**src/rtl/sirq_pkg.sv**
```systemverilog
package sirq_pkg;
    typedef enum logic [2:0] {
        SEL_STAT = 3'd0,
        SEL_MASK = 3'd1,
        SEL_BUF  = 3'd2,
        SEL_VEC  = 3'd3,
        SEL_TEST = 3'd4
    } reg_sel_e;
endpackage

```
**src/rtl/sirq_lowbit_enc.sv**
```systemverilog
module sirq_lowbit_enc #(
    parameter int W  = 16,
    parameter int IW = $clog2(W + 1)
) (
    input  logic [W-1:0]  vec_in,
    output logic [W-1:0]  onehot,
    output logic [IW-1:0] idx
);
    logic [W:0] seen;
    assign seen[0] = 1'b0;

    genvar gi;
    generate
        for (gi = 0; gi < W; gi++) begin : g_chain
            assign onehot[gi]   = vec_in[gi] & ~seen[gi];
            assign seen[gi + 1] = seen[gi] | vec_in[gi];
        end
    endgenerate

    always_comb begin
        idx = '0;
        for (int i = W - 1; i >= 0; i--) begin
            if (vec_in[i]) idx = IW'(i + 1);
        end
    end
endmodule

```
**src/rtl/sirq_regfile.sv**
```systemverilog
module sirq_regfile #(
    parameter int          DW          = 16,
    parameter int          MW          = 6,
    parameter int          BUSY_BIT    = 12,
    parameter int          RX_EN_BIT   = 15,
    parameter int          TX_EN_BIT   = 7,
    parameter int          RX_RDY_BIT  = 3,
    parameter int          TX_RDY_BIT  = 4,
    parameter int          FORCE_BIT   = 11,
    parameter logic [15:0] W1C_MASK    = 16'h0027,
    parameter logic [15:0] FORCE_MASK  = 16'h003F
) (
    input  logic          clk,
    input  logic          rst_n,
    input  logic          soft_rst,
    input  logic          new_rev,
    input  logic [DW-1:0] evt_set,
    input  logic [DW-1:0] vec_ack,
    input  logic          stat_wr,
    input  logic          mask_wr,
    input  logic          buf_wr,
    input  logic          test_wr,
    input  logic [DW-1:0] wdata,
    output logic [DW-1:0] status_q,
    output logic [MW-1:0] mask_q,
    output logic          rx_en_q,
    output logic          tx_en_q
);
    localparam logic [DW-1:0] STORE_MASK = ~(DW'(1) << BUSY_BIT);
    localparam logic [MW-1:0] OLD_KEEP   = MW'((1 << (MW - 1)) - 1);
    localparam logic [MW-1:0] NEW_KEEP   = '1;

    logic [DW-1:0] set_v, clr_v, status_d;
    logic [MW-1:0] mask_d;
    logic          rx_en_d, tx_en_d;

    always_comb begin
        set_v = evt_set & STORE_MASK;
        if (test_wr && new_rev && wdata[FORCE_BIT]) set_v = set_v | DW'(FORCE_MASK);
        clr_v = vec_ack;
        if (stat_wr && new_rev) clr_v = clr_v | (wdata & DW'(W1C_MASK));
        status_d = (status_q & ~clr_v) | set_v;
    end

    always_comb begin
        mask_d  = mask_q;
        rx_en_d = rx_en_q;
        tx_en_d = tx_en_q;
        if (mask_wr) begin
            mask_d = wdata[MW-1:0] & (new_rev ? NEW_KEEP : OLD_KEEP);
        end
        if (buf_wr) begin
            rx_en_d = wdata[RX_EN_BIT];
            tx_en_d = wdata[TX_EN_BIT];
            if (wdata[RX_EN_BIT]) mask_d[RX_RDY_BIT] = 1'b0;
            if (wdata[TX_EN_BIT]) mask_d[TX_RDY_BIT] = 1'b0;
        end
    end

    always_ff @(posedge clk or negedge rst_n) begin
        if (!rst_n) begin
            status_q <= '0;
            mask_q   <= '0;
            rx_en_q  <= 1'b0;
            tx_en_q  <= 1'b0;
        end else if (soft_rst) begin
            status_q <= '0;
            mask_q   <= '0;
            rx_en_q  <= 1'b0;
            tx_en_q  <= 1'b0;
        end else begin
            status_q <= status_d;
            mask_q   <= mask_d;
            rx_en_q  <= rx_en_d;
            tx_en_q  <= tx_en_d;
        end
    end
endmodule

```
**src/rtl/sirq_outreg.sv**
```systemverilog
module sirq_outreg #(
    parameter int DW         = 16,
    parameter int MW         = 6,
    parameter int RX_RDY_BIT = 3,
    parameter int TX_RDY_BIT = 4
) (
    input  logic          clk,
    input  logic          rst_n,
    input  logic [DW-1:0] status_q,
    input  logic [MW-1:0] mask_q,
    input  logic          rx_en_q,
    input  logic          tx_en_q,
    output logic          irq,
    output logic          dma_rx_req,
    output logic          dma_tx_req
);
    logic [MW-1:0] pend_low;
    assign pend_low = status_q[MW-1:0] & mask_q;

    always_ff @(posedge clk or negedge rst_n) begin
        if (!rst_n) begin
            irq        <= 1'b0;
            dma_rx_req <= 1'b0;
            dma_tx_req <= 1'b0;
        end else begin
            irq        <= |pend_low;
            dma_rx_req <= rx_en_q & status_q[RX_RDY_BIT];
            dma_tx_req <= tx_en_q & status_q[TX_RDY_BIT];
        end
    end
endmodule

```
**src/rtl/sirq_unit.sv**
```systemverilog
module sirq_unit #(
    parameter int          DW        = 16,
    parameter int          MW        = 6,
    parameter int          REV_W     = 8,
    parameter logic [7:0]  NEW_REV   = 8'h34,
    parameter int          BUSY_BIT  = 12,
    parameter int          RX_EN_BIT = 15,
    parameter int          TX_EN_BIT = 7
) (
    input  logic             clk,
    input  logic             rst_n,
    input  logic             soft_rst,
    input  logic [REV_W-1:0] rev_strap,
    input  logic [DW-1:0]    evt_set,
    input  logic             bus_busy,
    input  logic [2:0]       reg_sel,
    input  logic             reg_wr,
    input  logic             reg_rd,
    input  logic [DW-1:0]    reg_wdata,
    output logic [DW-1:0]    reg_rdata,
    output logic             irq,
    output logic             dma_rx_req,
    output logic             dma_tx_req
);
    import sirq_pkg::*;

    localparam int IW = $clog2(DW + 1);

    reg_sel_e      sel;
    logic          new_rev;
    logic [DW-1:0] status_q;
    logic [MW-1:0] mask_q;
    logic          rx_en_q, tx_en_q;
    logic [DW-1:0] mask_ext, pend, vec_oh, vec_ack, rd_mux;
    logic [IW-1:0] vec_idx;
    logic          stat_wr, mask_wr, buf_wr, test_wr, vec_rd;

    assign sel      = reg_sel_e'(reg_sel);
    assign new_rev  = (rev_strap >= REV_W'(NEW_REV));
    assign mask_ext = {{(DW - MW){1'b0}}, mask_q};
    assign pend     = status_q & mask_ext;

    assign stat_wr = reg_wr && (sel == SEL_STAT);
    assign mask_wr = reg_wr && (sel == SEL_MASK);
    assign buf_wr  = reg_wr && (sel == SEL_BUF);
    assign test_wr = reg_wr && (sel == SEL_TEST);
    assign vec_rd  = reg_rd && (sel == SEL_VEC) && !new_rev;
    assign vec_ack = vec_rd ? vec_oh : '0;

    sirq_lowbit_enc #(.W(DW), .IW(IW)) u_enc (
        .vec_in (pend),
        .onehot (vec_oh),
        .idx    (vec_idx)
    );

    sirq_regfile #(
        .DW(DW), .MW(MW), .BUSY_BIT(BUSY_BIT),
        .RX_EN_BIT(RX_EN_BIT), .TX_EN_BIT(TX_EN_BIT)
    ) u_regs (
        .clk      (clk),
        .rst_n    (rst_n),
        .soft_rst (soft_rst),
        .new_rev  (new_rev),
        .evt_set  (evt_set),
        .vec_ack  (vec_ack),
        .stat_wr  (stat_wr),
        .mask_wr  (mask_wr),
        .buf_wr   (buf_wr),
        .test_wr  (test_wr),
        .wdata    (reg_wdata),
        .status_q (status_q),
        .mask_q   (mask_q),
        .rx_en_q  (rx_en_q),
        .tx_en_q  (tx_en_q)
    );

    sirq_outreg #(.DW(DW), .MW(MW)) u_out (
        .clk        (clk),
        .rst_n      (rst_n),
        .status_q   (status_q),
        .mask_q     (mask_q),
        .rx_en_q    (rx_en_q),
        .tx_en_q    (tx_en_q),
        .irq        (irq),
        .dma_rx_req (dma_rx_req),
        .dma_tx_req (dma_tx_req)
    );

    always_comb begin
        unique case (sel)
            SEL_STAT: rd_mux = status_q | (DW'(bus_busy) << BUSY_BIT);
            SEL_MASK: rd_mux = mask_ext;
            SEL_BUF:  rd_mux = (DW'(rx_en_q) << RX_EN_BIT) | (DW'(tx_en_q) << TX_EN_BIT);
            SEL_VEC:  rd_mux = new_rev ? '0 : {{(DW - IW){1'b0}}, vec_idx};
            default:  rd_mux = '0;
        endcase
    end

    always_ff @(posedge clk or negedge rst_n) begin
        if (!rst_n)      reg_rdata <= '0;
        else if (reg_rd) reg_rdata <= rd_mux;
    end
endmodule

```
**config.mk**
```make
export PLATFORM = sky130hd
export DESIGN_NAME = sirq_unit
export DESIGN_NICKNAME = d
export VERILOG_FILES = /design/src/rtl/sirq_pkg.sv /design/src/rtl/sirq_lowbit_enc.sv /design/src/rtl/sirq_regfile.sv /design/src/rtl/sirq_outreg.sv /design/src/rtl/sirq_unit.sv
export SDC_FILE = /design/constraint.sdc
export NUM_CORES = 1
export LEC_CHECK = 0
export CAP_MARGIN = 10
export CORE_ASPECT_RATIO = 0.9
export CORE_MARGIN = 2
export CORE_UTILIZATION = 40
export DETAILED_ROUTE_END_ITERATION = 16
export DONT_BUFFER_PORTS = 1
export GPL_TIMING_DRIVEN = 0
export PLACE_DENSITY = 0.57
export SLEW_MARGIN = 25
export SYNTH_ARGS = -nofsm -noshare
export SYNTH_HDL_FRONTEND = slang
export SYNTH_SLANG_ARGS = --single-unit
```
**constraint.sdc**
```tcl
create_clock -name clk -period 1.8 [get_ports clk]
set_clock_uncertainty 0.15 [all_clocks]
set_input_delay 0.09 -clock clk [delete_from_list [all_inputs] [get_ports clk]]
set_output_delay 0.09 -clock clk [all_outputs]
set_load 0.01 [all_outputs]
```
==> flow_metrics.tcl <==
set metrics [dict create \
    startpoint_type "register" \
    port_buffers 0 \
    first_global_vias 1677 \
    synth.cells.most_frequent "sky130_fd_sc_hd__dfrtp_1 (42), sky130_fd_sc_hd__nor2_1 (31), sky130_fd_sc_hd__nand2_1 (26)" \
    r2r_slack_ns 0.12 \
    critPathCaptureType "register" \
    final_net_count 295 \
    final.min_clock_period_ns 1.68 \
    num_rows 24 \
    yosys.cell_count.top_type "sky130_fd_sc_hd__dfrtp_1" \
    drt-pass1-iter-count 6 \
    ctsRootBufferMaster "sky130_fd_sc_hd__clkbuf_8" \
    report.final.slew_viol_count 0 \
    min-delay-path-class "in -> reg" \
    netlist_area_pre_place_mm2 0.00197 \
    fin_cells 312 \
    synthesis.area_per_instance_um2 9.80 \
    transition_time_of_the_tightest_slew_check_pin_ns 0.822 \
    critical_path.max_fanout 5 \
    clkLatencyLatePin_ns 0.30 \
    synth_fp_nets 250 \
    detail_route.drc_violations 0 \
    worst_r2r_endpoint "u_regs.status_q[5]" \
    post_synth_num_cell_types 38 \
    fill_cells 454 \
    status "complete, no violations" \
    clk_pin_slew_ns 0.08 \
    vias 1608 \
    first_iter_violations 78 \
    grt_antenna_before_repair 0 \
    fmax_ghz 0.595 \
    dieHeight_um 70.6 \
    regToRegStartpoint "u_regs.mask_q[1]" \
    fraction_of_layout_cells_with_a_size_suffix_above_1_pct 10.5 \
    min-delay-start "reg_sel[0]" \
    grt_util_all_layers_pct 18.9 \
    worst_hold_path.num_cells 4 \
    grt_pass1_wl_mm 8.02 \
    synth.ff_latch_count 42 \
    start_util_pct 41.0 \
    ant_nets 0 \
    rsz0062_at_grt "no" \
    placer_s_final_routability_congestion_estimate 0.790 \
    boundaryPins 68 \
    cell_accounting_for_the_most_synthesized_area "sky130_fd_sc_hd__dfrtp_1" \
    finalCritPeriodShare_pct 93.3 \
    max_slew_headroom_at_the_worst_pin_pct 45.0 \
    grt_max_degree 43 \
    post-synth-top-area-fraction_pct 53.4 \
    synthesis.instances 201 \
    syn_to_final_growth_pct 29.5 \
    synth.area.top_cells "sky130_fd_sc_hd__dfrtp_1 (53%), sky130_fd_sc_hd__nor2_1 (5.9%), sky130_fd_sc_hd__mux2i_1 (5.1%)" \
    dpl.hpwl_mm 3.25 \
    cts_htree_levels 2 \
    die_area_mm2 0.00550 \
    die_x_extent_um 78.0 \
    postSynth.topFlopCell "sky130_fd_sc_hd__dfrtp_1" \
    number_of_buffers_added_by_the_clock_tree_synthesis_step 5 \
    n_antenna_cell 0 \
    crit_type "reg -> reg" \
    cts_resized 0 \
    wl_per_cell_um 15.1 \
    cts_tree "done" \
    hold_violations 0 \
    power.leakage_nw 1.06 \
    worst-endpoint-arrival_ns 1.70 \
    floorplan.core_area_mm2 0.00480 \
    timing.reg2reg.worst_path_depth 4 \
    clk_path_buf_depth 2 \
    fin_setup_tns_ns 0 \
    cell_count_after_placement 266 \
    synthesis.yosys.warnings 0 \
    count_of_final_setup_violators 0 \
    power_density_mw_per_mm2 787 \
    synth_async_sr_flop_share_pct 100 \
    post_drt_via_cell_ratio 5.15 \
    power.ir.vdd_worst_mv 0.397 \
    timing.hold.worst_endpoint "u_regs.status_q[0]" \
    clkSinkCount 42 \
    max_cap_violations 0 \
    seq_area_frac_synth_pct 53.4 \
    routed_wirelength_mm 4.71 \
    worst_ep_required_time_ns 1.82 \
    synth_enable_flop_cells 0 \
    grt.overflow.total 0 \
]
-- cells in the final DEF (no fill, tap or decap), types with 2 or more instances in the layout --
master / count
sky130_fd_sc_hd__nand3_1: 4
sky130_fd_sc_hd__mux2_2: 2
sky130_fd_sc_hd__dlygate4sd3_1: 36
sky130_fd_sc_hd__a21oi_1: 11
sky130_fd_sc_hd__o221ai_1: 3
sky130_fd_sc_hd__mux2i_1: 10
sky130_fd_sc_hd__nor3b_1: 2
sky130_fd_sc_hd__nand2_1: 26
sky130_fd_sc_hd__o22ai_1: 5
sky130_fd_sc_hd__a222oi_1: 2
sky130_fd_sc_hd__nand4_1: 4
sky130_fd_sc_hd__inv_1: 15
sky130_fd_sc_hd__nor4b_2: 2
sky130_fd_sc_hd__and2_1: 4
sky130_fd_sc_hd__buf_4: 3
sky130_fd_sc_hd__dfrtp_1: 42
sky130_fd_sc_hd__clkbuf_8: 5
sky130_fd_sc_hd__o21ai_0: 12
sky130_fd_sc_hd__nor2_1: 31
sky130_fd_sc_hd__clkbuf_1: 4
-- final cells by class --
| type | count | area (um^2) | share of cell area [%] |
|---|---|---|---|
| flip-flops and latches | 42 | 1050 | 41.2 |
| clock inverters | 3 | 43.8 | 1.72 |
| plain buffers | 8 | 46.3 | 1.81 |
| multi-input cells | 136 | 816 | 32.0 |
| repair buffers | 38 | 388 | 15.2 |
| inverters | 15 | 56.3 | 2.21 |
| clock buffers | 5 | 68.8 | 2.70 |
| well taps | 65 | 81.3 | 3.19 |
-- worst max-delay path, stage by stage, from the launching register on --
cell	delay, ns
sky130_fd_sc_hd__dfrtp_1	0.43
sky130_fd_sc_hd__a222oi_1	0.42
sky130_fd_sc_hd__nand4_1	0.21
sky130_fd_sc_hd__o221ai_1	0.24
sky130_fd_sc_hd__a21oi_1	0.09
-- power breakdown --
| group | internal (mW) | switching, mW | total, mW |
|---|---|---|---|
| Combinational | 0.111 | 0.107 | 0.219 |
| Sequential | 0.985 | 0.0430 | 1.03 |
| Clock | 0.416 | 0.346 | 0.762 |
-- cells by family (layout without fill, tap and decap cells) --
family | Yosys count | count (layout) | synth area share [%]
simple gates | 82 | 82 | 21.0
compound gates | 42 | 42 | 14.2
flops | 42 | 42 | 53.4
mux | 12 | 12 | 6.23
buf+inv | 23 | 69 | 5.21
-- registers in the layout (all words and copies together), names as in the netlist --
signal and flops:
u_regs.tx_en_q 1, u_regs.status_q 15, u_out.irq 1, u_out.dma_rx_req 1, reg_rdata 16, u_regs.mask_q 6, u_regs.rx_en_q 1, u_out.dma_tx_req 1
-- metrics by stage --
| stage | power, mW | util (%) | setup slack, ns | cell area, um^2 | hold slack (ns) |
|---|---|---|---|---|---|
| finish | 2.01 | 53.1 | 0.120 | 2550 | 0.00893 |
| global route | 2.10 | 53.1 | 0.0690 | 2550 | 0.0416 |
| CTS | 2.03 | 53.1 | 0.133 | 2550 | 0.00253 |
| detailed placement | 1.18 | 42.7 | 0.0152 | 2050 | -0.355 |
| global placement | 1.18 | 42.7 | 0.0155 | 2050 | -0.355 |
| floorplan | 1.14 | - | 0.261 | 1970 | -0.356 |
-- what timing repair did --
item,in CTS,in global routing
setup endpoints to repair,1,0
endpoints found under the hold margin,69,0
hold buffers,37,0
setup buffers,1,0
-- layer usage --
layer,routed length [um],global-route usage [%],vias up,share of wire (%)
li1,-,-,788,-
met1,2210,25.0,755,47
met2,2140,30.3,58,45
met3,284,4.97,7,6.0
met4,74,7.02,0,1.6
met5,0,0,-,0
-- how the worst max path moves through the flow --
stage	from	to	depth (start not counted)
after floorplan	u_regs.status_q[1]	u_regs.status_q[5]	4
after global placement	u_regs.mask_q[1]	u_regs.status_q[5]	4
after detailed placement	u_regs.mask_q[1]	u_regs.status_q[5]	4
after CTS	u_regs.mask_q[1]	u_regs.status_q[5]	4
after global routing	u_regs.mask_q[1]	u_regs.status_q[5]	4
final	u_regs.mask_q[1]	u_regs.status_q[5]	4
Note: power is estimated with default switching activity, not from simulation.
